<file path="config.mk">
export PLATFORM = sky130hd
export DESIGN_NAME = cmp_chg_irq
export DESIGN_NICKNAME = d
export VERILOG_FILES = /design/src/rtl/cmp_irq_pkg.sv /design/src/rtl/cmp_sync.sv /design/src/rtl/cmp_mismatch.sv /design/src/rtl/cmp_regfile.sv /design/src/rtl/cmp_chg_irq.sv
export SDC_FILE = /design/constraint.sdc
export NUM_CORES = 1
export LEC_CHECK = 0
export ABC_AREA = 1
export ABC_CLOCK_PERIOD_IN_PS = 1000
export CELL_PAD_IN_SITES_DETAIL_PLACEMENT = 1
export CELL_PAD_IN_SITES_GLOBAL_PLACEMENT = 2
export CORE_MARGIN = 2
export CORE_UTILIZATION = 20
export DETAILED_ROUTE_END_ITERATION = 10
export PLACE_DENSITY_LB_ADDON = 0.1
export SYNTH_ARGS = -nofsm -noshare
export SYNTH_HDL_FRONTEND = slang
export SYNTH_SLANG_ARGS = --single-unit
export TNS_END_PERCENT = 10
</file>
<file path="constraint.sdc">
create_clock -name clk -period 1 [get_ports clk]
set_input_delay 0.25 -clock clk [delete_from_list [all_inputs] [get_ports clk]]
set_output_delay 0.25 -clock clk [all_outputs]
set_load 0.005 [all_outputs]
</file>
<file path="src/rtl/cmp_irq_pkg.sv">
package cmp_irq_pkg;

    // Number of comparators; the bit layout below is fixed for two.
    localparam int unsigned CMP_N = 2;
    localparam int unsigned DATA_W = 8;

    // Register offsets
    localparam int unsigned REG_STATUS = 0;
    localparam int unsigned REG_PEND   = 1;
    localparam int unsigned REG_ENABLE = 2;
    localparam int unsigned REG_CTRL   = 3;

    // Bit positions
    localparam int unsigned STAT_LSB = 6;   // comparator outputs at 7:6
    localparam int unsigned FLAG_LSB = 5;   // flags and enables at 6:5
    localparam int unsigned PE_BIT   = 6;
    localparam int unsigned GE_BIT   = 7;

    typedef logic [CMP_N-1:0] cmp_vec_t;

    typedef struct packed {
        cmp_vec_t flag;
        cmp_vec_t en;
        logic     pe;
        logic     ge;
    } regs_t;

endpackage

</file>
<file path="src/rtl/cmp_sync.sv">
module cmp_sync #(
    parameter int unsigned WIDTH  = 2,
    parameter int unsigned STAGES = 2
) (
    input  logic             clk,
    input  logic             rst_n,
    input  logic [WIDTH-1:0] async_i,
    output logic [WIDTH-1:0] sync_o
);

    typedef struct packed {
        logic [STAGES-1:0][WIDTH-1:0] stg;
    } sync_st_t;

    sync_st_t st_d, st_q;

    always_comb begin
        st_d = st_q;
        st_d.stg[0] = async_i;
        for (int k = 1; k < int'(STAGES); k++) begin
            st_d.stg[k] = st_q.stg[k-1];
        end
    end

    always_ff @(posedge clk or negedge rst_n) begin
        if (!rst_n) begin
            st_q <= '0;
        end else begin
            st_q <= st_d;
        end
    end

    assign sync_o = st_q.stg[STAGES-1];

endmodule

</file>
<file path="src/rtl/cmp_mismatch.sv">
module cmp_mismatch #(
    parameter int unsigned WIDTH = 2
) (
    input  logic             clk,
    input  logic             rst_n,
    input  logic [WIDTH-1:0] cmp_s_i,
    input  logic             reload_i,
    output logic [WIDTH-1:0] mismatch_o
);

    typedef struct packed {
        logic [WIDTH-1:0] shadow;
    } shd_st_t;

    shd_st_t st_d, st_q;

    always_comb begin
        st_d = st_q;
        if (reload_i) begin
            st_d.shadow = cmp_s_i;
        end
        // A reload in this cycle absorbs any difference
        mismatch_o = (cmp_s_i ^ st_q.shadow) & {WIDTH{~reload_i}};
    end

    always_ff @(posedge clk or negedge rst_n) begin
        if (!rst_n) begin
            st_q <= '0;
        end else begin
            st_q <= st_d;
        end
    end

    // an access leaves the shadow equal to the value seen at that access
    p_shadow_reload_r2: assert property (@(posedge clk) disable iff (!rst_n)
        reload_i |=> (st_q.shadow == $past(cmp_s_i)));

endmodule

</file>
<file path="src/rtl/cmp_regfile.sv">
module cmp_regfile
    import cmp_irq_pkg::*;
#(
    parameter int unsigned ADDR_W = 4
) (
    input  logic              clk,
    input  logic              rst_n,
    input  logic [ADDR_W-1:0] bus_addr,
    input  logic              bus_rd,
    input  logic              bus_wr,
    input  logic [DATA_W-1:0] bus_wdata,
    input  cmp_vec_t          cmp_s_i,
    input  cmp_vec_t          mismatch_i,
    output logic              status_acc_o,
    output logic [DATA_W-1:0] bus_rdata,
    output logic              irq_o
);

    regs_t st_d, st_q;

    logic hit_stat, hit_pend, hit_en, hit_ctrl;
    logic unused_wdata;

    assign hit_stat = (bus_addr == ADDR_W'(REG_STATUS));
    assign hit_pend = (bus_addr == ADDR_W'(REG_PEND));
    assign hit_en   = (bus_addr == ADDR_W'(REG_ENABLE));
    assign hit_ctrl = (bus_addr == ADDR_W'(REG_CTRL));
    assign unused_wdata = ^bus_wdata[FLAG_LSB-1:0];

    assign status_acc_o = hit_stat & (bus_rd | bus_wr);

    always_comb begin
        st_d = st_q;
        if (bus_wr && hit_pend) begin
            st_d.flag = bus_wdata[FLAG_LSB +: CMP_N];
        end
        // A standing mismatch overrides a clear
        st_d.flag = st_d.flag | mismatch_i;
        if (bus_wr && hit_en) begin
            st_d.en = bus_wdata[FLAG_LSB +: CMP_N];
        end
        if (bus_wr && hit_ctrl) begin
            st_d.pe = bus_wdata[PE_BIT];
            st_d.ge = bus_wdata[GE_BIT];
        end
    end

    always_ff @(posedge clk or negedge rst_n) begin
        if (!rst_n) begin
            st_q <= '0;
        end else begin
            st_q <= st_d;
        end
    end

    always_comb begin
        bus_rdata = '0;
        if (bus_rd) begin
            if (hit_stat) begin
                bus_rdata[STAT_LSB +: CMP_N] = cmp_s_i;
            end else if (hit_pend) begin
                bus_rdata[FLAG_LSB +: CMP_N] = st_q.flag;
            end else if (hit_en) begin
                bus_rdata[FLAG_LSB +: CMP_N] = st_q.en;
            end else if (hit_ctrl) begin
                bus_rdata[PE_BIT] = st_q.pe;
                bus_rdata[GE_BIT] = st_q.ge;
            end
        end
    end

    assign irq_o = st_q.ge & st_q.pe & (|(st_q.flag & st_q.en));

    for (genvar i = 0; i < int'(CMP_N); i++) begin : g_chk
        // a mismatch sets the flag on the next edge, whatever the enables
        p_flag_set_r3: assert property (@(posedge clk) disable iff (!rst_n)
            mismatch_i[i] |=> st_q.flag[i]);
        // a zero write with no mismatch clears the flag
        p_flag_clear_r4: assert property (@(posedge clk) disable iff (!rst_n)
            (bus_wr && hit_pend && !bus_wdata[FLAG_LSB+i] && !mismatch_i[i])
            |=> !st_q.flag[i]);
    end

    // the request needs an enabled pending source
    p_irq_source_r5: assert property (@(posedge clk) disable iff (!rst_n)
        irq_o |-> (|(st_q.flag & st_q.en)));

endmodule

</file>
<file path="src/rtl/cmp_chg_irq.sv">
module cmp_chg_irq
    import cmp_irq_pkg::*;
#(
    parameter int unsigned ADDR_W      = 4,
    parameter int unsigned SYNC_STAGES = 2
) (
    input  logic              clk,
    input  logic              rst_n,
    input  logic [1:0]        cmp_in,
    input  logic [ADDR_W-1:0] bus_addr,
    input  logic              bus_rd,
    input  logic              bus_wr,
    input  logic [7:0]        bus_wdata,
    output logic [7:0]        bus_rdata,
    output logic              irq
);

    cmp_vec_t cmp_s;
    cmp_vec_t mismatch;
    logic     status_acc;

    cmp_sync #(
        .WIDTH  (CMP_N),
        .STAGES (SYNC_STAGES)
    ) u_sync (
        .clk     (clk),
        .rst_n   (rst_n),
        .async_i (cmp_in),
        .sync_o  (cmp_s)
    );

    cmp_mismatch #(
        .WIDTH (CMP_N)
    ) u_mismatch (
        .clk        (clk),
        .rst_n      (rst_n),
        .cmp_s_i    (cmp_s),
        .reload_i   (status_acc),
        .mismatch_o (mismatch)
    );

    cmp_regfile #(
        .ADDR_W (ADDR_W)
    ) u_regs (
        .clk          (clk),
        .rst_n        (rst_n),
        .bus_addr     (bus_addr),
        .bus_rd       (bus_rd),
        .bus_wr       (bus_wr),
        .bus_wdata    (bus_wdata),
        .cmp_s_i      (cmp_s),
        .mismatch_i   (mismatch),
        .status_acc_o (status_acc),
        .bus_rdata    (bus_rdata),
        .irq_o        (irq)
    );

endmodule

</file>
==> Word level (Yosys, flattened, before mapping) <==
Index checks and enable logic that the tools add are counted.
{ "totals": {"register_bits": 12, "latchBits": 0, "ram_bits": 0, "mem_bits_ro": 0, "in_bits": 18, "word_cells": 34, "mem_count": 0} }
{ "op_classes": {"add_sub_neg": 0, "mul": 0, "n_div": 0, "n_lt_le_gt_ge": 0, "eq_ne": 3, "shift": 0, "mux": 10, "bitwise_logic": 9, "reduce_logical": 5} }
{ "ops": {"columns": ["op", "n"], "rows": [
  ["$eq A4 B2 Y1 const B", 2],
  ["$mux W2", 4],
  ["$mux W1", 5],
  ["$and A2 B2 Y2", 2],
  ["$eq A4 B1 Y1 const B", 1],
  ["$logic_not A4 Y1", 1],
  ["$and A1 B1 Y1", 3],
  ["$logic_and A1 B1 Y1", 3],
  ["$mux W3", 1],
  ["$or A2 B2 Y2", 1],
  ["$reduce_or A2 Y1", 1],
  ["$xor A2 B2 Y2", 1],
  ["$not A1 Y1", 1],
  ["$or A1 B1 Y1", 1]
]} }

==> Depth between registers and ports, before layout <==
Gate-level depths: netlist (run 1).
{ "depth": {"depth_word": 6, "mapped_depth": 6} }

==> By module <==
A second synthesis (run 1) with hierarchy kept.
{ "unflattened": {"hier_cells": 90, "area_unflattened_um2": 681.9} }
{ "modules_own_cells": {"columns": ["module", "instances", "cells_per_inst", "area_each_um2"], "rows": [
  ["cmp_regfile", 1, 69, 470.5],
  ["cmp_mismatch", 1, 17, 111.4],
  ["cmp_sync", 1, 4, 100.1]
]} }

==> Least setup slack after synthesis (run 1) <==
No wires, ideal clock.
{ "synth_timing": {"kind": "input -> output", "from": "in bus_addr[3]", "to": "out bus_rdata[6]", "arrival_ns": 0.767, "setup_slack_ns": -0.017, "path_stages": 6, "path_buffers": 1, "path_cell_list": "nor2_4 -> buf_6 -> nand2_1 -> nand2_1 -> nand2_1 -> nor2_1"} }
{ "synth_via": {"elab_chain_len": 6} }
{ "synth_lines": {"columns": ["element", "line_no", "source"], "rows": [
  ["start, declared", "cmp_chg_irq.sv:10", "input logic [ADDR_W-1:0] bus_addr,"],
  ["$eq A4 B2 Y1", "cmp_regfile.sv:27", "assign hit_ctrl = (bus_addr == ADDR_W'(REG_CTRL));"],
  ["$mux W2", "cmp_regfile.sv:65", "end else if (hit_ctrl) begin"],
  ["$mux W1", "cmp_regfile.sv:63", "end else if (hit_en) begin"],
  ["$mux W2", "cmp_regfile.sv:61", "end else if (hit_pend) begin"],
  ["$mux W2 (*)", "cmp_regfile.sv:59", "if (hit_stat) begin"],
  ["$mux W3 (*)", "cmp_regfile.sv:58", "if (bus_rd) begin"],
  ["end, declared", "cmp_chg_irq.sv:14", "output logic [7:0] bus_rdata,"]
]} }
Mark *: on every way between the ends. The rest lies on a longest branch, timed or not.

==> Worst setup path in the final report (run 1) <==
{ "layout_timing": {"from": "reg u_regs.st_q[3] (netlist name)", "to": "out bus_rdata[6]"} }
{ "layout_via": {"elab_chain_len": 4} }
{ "layout_lines": {"columns": ["element", "line_no", "source"], "rows": [
  ["start, declared", "cmp_regfile.sv:19", "regs_t st_d, st_q;"],
  ["start signal, assigned", "cmp_regfile.sv:52", "st_q <= st_d;"],
  ["$mux W1", "cmp_regfile.sv:63", null],
  ["$mux W2", "cmp_regfile.sv:61", null],
  ["$mux W2", "cmp_regfile.sv:59", null],
  ["$mux W3", "cmp_regfile.sv:58", null]
]} }
No other way between the ends.

==> summary.md, run 1 <==
• **post-route worst setup slack** -461 ps
• **Die X-Extent** 62.1 um
• **final wirelength** 1910 um
• **number of input and output port buffers inserted** 16
• **combined flip-flop and latch cell area** 300 sq um
• **mean routed wirelength per cell** 11.1 um
• **Clock Latency Late Sink** 280 ps
• **total number of nets in the final design** 144
• **DRC violation count after routing** 0
• **failing checks** negative setup slack
• **GPL Wtd Cong** 0.708
• **total placed cells including tap cells** 158
• **number of standard cells after synthesis** 83
• **Synthesis Warnings** 0
• **vias in the first global route** 750
• **buffering stage count on the worst path with inverters included** 3
• **leading cell type in the layout, fill and taps excluded** nand2_1
• **number of failing setup endpoints in the final timing report** 8
• **Clock Path Buffers** 2
• **hold_buf cts** 0
• **Critical Path Sink Type** output port
• **crit-path max cell delay** 400 ps
• **filler-free cell count of the finished design** 171
• **slack of the worst reg-to-reg path** 50 ps
• **CP max stage cell** dfrtp_1
• **root buffer cell** clkbuf_4
• **critical path start-end classification** flip-flop to output port
• **Worst EP arrival** 1210 ps
• **number of distinct library cells after synthesis** 18
• **number of cells on the worst reg-to-reg path** 4
• **ANT nets after route** 0
• **maximum operating frequency** 0.684 GHz
• **Die Y-Extent** 62.1 um
• **vias per cell** 4.07
• **total iterations of the first detailed-routing run** 4
• **origin of the critical flop-to-flop path** u_sync.sync_o[1]$_DFF_PN0_
• **layout overhead on the synthesized area** 60.7%
• **wire length of the first global-routing pass** 3170 um
• **cell-by-cell trace of the critical path** buf_6, inv_2, nand2_1, nand3_1, nand2_1, nand2_1, nor2_1, buf_2
• **number of fill cells in the layout** 423
• **endpoint of the most critical register-to-register path** u_regs.st_q[5]$_DFF_PN0_
• **highest net fanout along the worst path** 2
• **syn avg cell area** 8.13 sq um
• **final worst path period share** 1.46
• **CP startpoint kind** flip-flop
• **synthesized flop and latch total** 12
• **antenna violations before repair** 0
• **antenna diode count** 0
• **number of placement rows** 21
• **initial standard-cell utilization of the core** 0.205
• **Overall Global Routing Usage** 0.115
• **TritonCTS clock tree** built
• **clock sink total** 12
• **clock skew after layout** 0.932 ps
• **cell with the most instances on the worst path** nand2_1
• **final count of pins violating max slew** 0
• **die area** 0.00385 sq mm
• **count of max-cap constraint violations** 0
• **Data required, critical path** 750 ps
• **ports placed on the boundary** 27
• **CTS clock-pin slew for the worst setup and hold paths** 80 ps
• **area of combinational cells with multiple inputs** 325 sq um
• **Final Power** 1.36 mW
• **TritonCTS buffer count** 3
• **class of the most critical hold timing path** input port to async pin
• **PD cells** 1260 mW/mm^2
• **summed negative setup slack over all endpoints** -2000 ps
• **outcome** finished, violations left
• **minimum clock period** 1460 ps
• **count of final hold-check violations** 0
• **part of the Yosys area used for sequential elements** 0.445
• **layout cells sized above 1** 0.360
• **worst vdd rail ir drop** 0.614 mV
• **cell type group with the largest total delay on the critical path** flip-flops
• **leakage power figure** 0.558 nW
• **core outline area** 0.00328 sq mm
• **most frequent cells in the layout** 28 x nand2_1, 20 x buf_4, 12 x dfrtp_1
• **setup repair after global routing missed its margin** yes
• **maximum number of pins on one net before global-route repair** 13
• **H-tree lvl count** 1
• **post-synth design cell area** 674 sq um
• **via count** 696
• **share of the core filled with cells** 0.330
• **overall overflow remaining after global route** 0
• **estimated wirelength of the detail-placed design** 1390 um
• **drt initial violations** 8
## registers in the layout, indices dropped and copies added, names as in the netlist
signal,cells
u_regs.st_q,6
u_mismatch.st_q,2
u_sync.st_d,2
u_sync.sync_o,2
## power breakdown
group,total (mW),switching (mW),internal (mW)
Combinational,0.378,0.171,0.207
Clock,0.393,0.172,0.222
Sequential,0.592,0.0457,0.546
Total,1.36,0.388,0.975
## timing repair
action                     CTS  global route
resized for setup           29             6
cloned                       1             0
hold endpoints to repair     0             0
setup buffers                8             0
setup endpoints to repair   12            12
pin swaps                    7             1
## worst max-delay path by stage
stage,from,cells after the start,to
5_1_grt,u_regs.st_q[3]$_DFFE_PN0P_,8,bus_rdata[6]
3_5_place_dp,bus_addr[1],5,bus_rdata[7]
3_3_place_gp,bus_addr[1],5,bus_rdata[7]
6_report,u_regs.st_q[3]$_DFFE_PN0P_,8,bus_rdata[6]
4_1_cts,u_regs.st_q[3]$_DFFE_PN0P_,8,bus_rdata[6]
2_1_floorplan,bus_addr[3],6,bus_rdata[6]
## metal layers
metal / up-vias / global-route usage / wire length [um]
met3: 5 / 0.0166 / 120
li1: 340 / - / -
met4: 0 / 0.0729 / 51
met2: 21 / 0.207 / 923
met5: - / 0 / 0
met1: 330 / 0.126 / 810
## kinds of logic (layout without fill, tap and decap cells)
kind of cell	after synthesis	in the layout	share of synthesized area
compound gates	5	5	0.0427
xor+xnor	2	2	0.0260
buf+inv	16	53	0.128
flops	12	12	0.445
other cells	1	5	0.00556
simple gates	47	48	0.353
## cell usage after synthesis (all sizes together)
cell / n / area, sq um
nand2: 28 / 105
inv: 10 / 37.5
a21oi: 3 / 18.8
xor2: 2 / 17.5
nand3: 8 / 55.1
dfrtp: 12 / 300
buf: 6 / 48.8
o21ai: 2 / 10.0
conb: 1 / 3.75
nand3b: 1 / 7.51
nor2: 4 / 32.5
nand4: 6 / 37.5
## per-stage QoR
stage / area (sq um) / setup slack (ps) / hold WS, ps
6_report: 1080 / -461 / 288
4_1_cts: 1070 / -471 / 279
5_1_grt: 1080 / -548 / 291
2_1_floorplan: 689 / -17.1 / -45.6
3_3_place_gp: 983 / -1050 / 333
3_5_place_dp: 983 / -1020 / 337
## final cells by class
class,count,area share
Clock buffer,4,0.0335
Inverter,10,0.0346
Sequential cell,12,0.277
Tap cell,46,0.0531
Timing Repair Buffer,39,0.301
Multi-Input combinational cell,60,0.300
Note: power is estimated with default switching activity, not from simulation.
==> run 2: changes to the inputs <==
--- a/config.mk
+++ b/config.mk
@@ -13,6 +13,7 @@
 export CORE_UTILIZATION = 20
 export DETAILED_ROUTE_END_ITERATION = 10
 export PLACE_DENSITY_LB_ADDON = 0.1
+export SETUP_SLACK_MARGIN = 0.05
 export SYNTH_ARGS = -nofsm -noshare
 export SYNTH_HDL_FRONTEND = slang
 export SYNTH_SLANG_ARGS = --single-unit
==> summary.md, run 2 (same netlist as run 1, synthesis figures left out) <==
• **Clock Path Buffers** 2
• **die area** 0.00385 sq mm
• **CP max stage cell** dfrtp_1
• **summed negative setup slack over all endpoints** -1960 ps
• **cell area after layout** 0.00108 sq mm
• **initial standard-cell utilization of the core** 0.205
• **overall overflow remaining after global route** 0
• **crit-path max cell delay** 400 ps
• **buffering stage count on the worst path with inverters included** 3
• **Sequential Power Share** 0.433
• **antenna violations before repair** 0
• **highest net fanout along the worst path** 2
• **CP startpoint kind** flip-flop
• **layout overhead on the synthesized area** 60.9%
• **filler-free cell count of the finished design** 171
• **final worst path period share** 1.46
• **GPL Wtd Cong** 0.708
• **wire length of the first global-routing pass** 3180 um
• **largest register by flop count** u_regs.st_q
• **estimated wirelength of the detail-placed design** 1390 um
• **layout cells sized above 1** 0.368
• **class of the most critical hold timing path** input port to async pin
• **outcome** finished, violations left
• **cell with the most instances on the worst path** nand2_1
• **Setup WS pre-CTS** -1020 ps
• **Die X-Extent** 62.1 um
• **Overall Global Routing Usage** 0.116
• **share of power burned in combinational logic** 0.277
• **leading cell type in the layout, fill and taps excluded** nand2_1
• **critical path start-end classification** flip-flop to output port
• **number of placement rows** 21
• **TritonCTS clock tree** built
• **maximum operating frequency** 0.686 GHz
• **post-route worst setup slack** -458 ps
• **leakage power figure** 0.553 nW
• **number of input and output port buffers inserted** 16
• **final count of pins violating max slew** 0
• **mean routed wirelength per cell** 11.0 um
• **ANT nets after route** 0
• **vias per cell** 4.02
• **max reg flops** 6
• **total iterations of the first detailed-routing run** 4
• **Critical Path Sink Type** output port
• **switching power** 387 uW
• **number of failing setup endpoints in the final timing report** 8
• **total internal power** 977 uW
• **root buffer cell** clkbuf_4
• **drt initial violations** 6
• **Worst EP arrival** 1210 ps
• **ports placed on the boundary** 27
• **minimum clock period** 1460 ps
• **placed cell areas** 983 sq um
• **Die Y-Extent** 62.1 um
• **clock sink total** 12
• **antenna diode count** 0
• **cell-by-cell trace of the critical path** buf_6, inv_2, nand2_1, nand3_1, nand2_1, nand2_1, nor2_1, buf_2
• **vias in the first global route** 750
• **CTS clock-pin slew for the worst setup and hold paths** 80 ps
• **TritonCTS buffer count** 3
• **Final Hold Slack** 287 ps
• **cell type group with the largest total delay on the critical path** flip-flops
• **clock power share** 0.289
• **count of max-cap constraint violations** 0
• **Clock Latency Late Sink** 280 ps
• **total number of nets in the final design** 144
• **switching fraction of total power** 0.284
• **maximum number of pins on one net before global-route repair** 13
• **failing checks** negative setup slack
• **H-tree lvl count** 1
• **count of final hold-check violations** 0
• **final wirelength** 1880 um
• **worst vdd rail ir drop** 0.614 mV
• **setup repair after global routing missed its margin** yes
• **clock skew after layout** 0.328 ps
• **core outline area** 0.00328 sq mm
• **Data required, critical path** 750 ps
• **PD cells** 1260 mW/mm^2
• **DRC violation count after routing** 0
• **total placed cells including tap cells** 158
• **via count** 688
• **most frequent cells in the layout** 28 x nand2_1, 19 x buf_4, 12 x dfrtp_1
-- run 2: changes by cell type in the layout (fill, tap and decap cells not counted) --
cell	change
dlymetal6s2s_1	-1
buf_6	+2
dlygate4sd2_1	+1
clkdlybuf4s15_1	-1
buf_2	-1
buf_4	-1
clkbuf_2	+1
-- run 2: per-layer routing --
layer  vias to the layer above  GRT usage  routed length (um)
li1                        340          -                   -
met2                        19      0.207                 907
met1                       324      0.128                 802
met5                         -          0                   0
met3                         5     0.0166                 116
met4                         0     0.0729                  51
-- run 2: worst paths after layout --
path                       slack (ps)                       start  depth (start not counted)                    endpoint
min reg2reg                       350    u_sync.st_d[2]$_DFF_PN0_                          0  u_sync.sync_o[0]$_DFF_PN0_
min                               290                       rst_n                          2    u_sync.st_d[2]$_DFF_PN0_
min in group clk                  350    u_sync.st_d[2]$_DFF_PN0_                          0  u_sync.sync_o[0]$_DFF_PN0_
max                              -460  u_regs.st_q[3]$_DFFE_PN0P_                          8                bus_rdata[6]
max reg2reg                        80  u_sync.sync_o[1]$_DFF_PN0_                          4    u_regs.st_q[5]$_DFF_PN0_
max in group asynchronous         600                       rst_n                          2  u_regs.st_q[1]$_DFFE_PN0P_
-- run 2: cell type report --
| type | instances | area [sq um] |
|---|---|---|
| sequential | 12 | 300 |
| tap | 46 | 57.6 |
| multi-input combinational | 60 | 325 |
| inverter | 10 | 37.5 |
| fill | 419 | 2200 |
| clock buffer | 4 | 36.3 |
| timing repair buffer | 39 | 328 |
-- run 2: per-stage QoR --
step	power, mW	util
after floorplan	0.737	-
after global placement	0.914	0.299
after detailed placement	0.920	0.299
after CTS	1.38	0.325
after global routing	1.47	0.330
final	1.36	0.330
-- run 2: power groups by stage --
stage / sequential, mW / clock, mW / combinational, mW
after floorplan: 0.589 / 0 / 0.148
after global placement: 0.602 / 0 / 0.312
after detailed placement: 0.603 / 0 / 0.317
after CTS: 0.591 / 0.416 / 0.374
after global routing: 0.599 / 0.440 / 0.427
final: 0.591 / 0.394 / 0.378
-- run 2: what timing repair did --
action	4_1_cts	5_1_grt
endpoints found under the setup margin	12	12
cloned	1	0
pin swaps	7	0
setup buffers	8	0
hold buffers	0	0
resized for setup	30	9
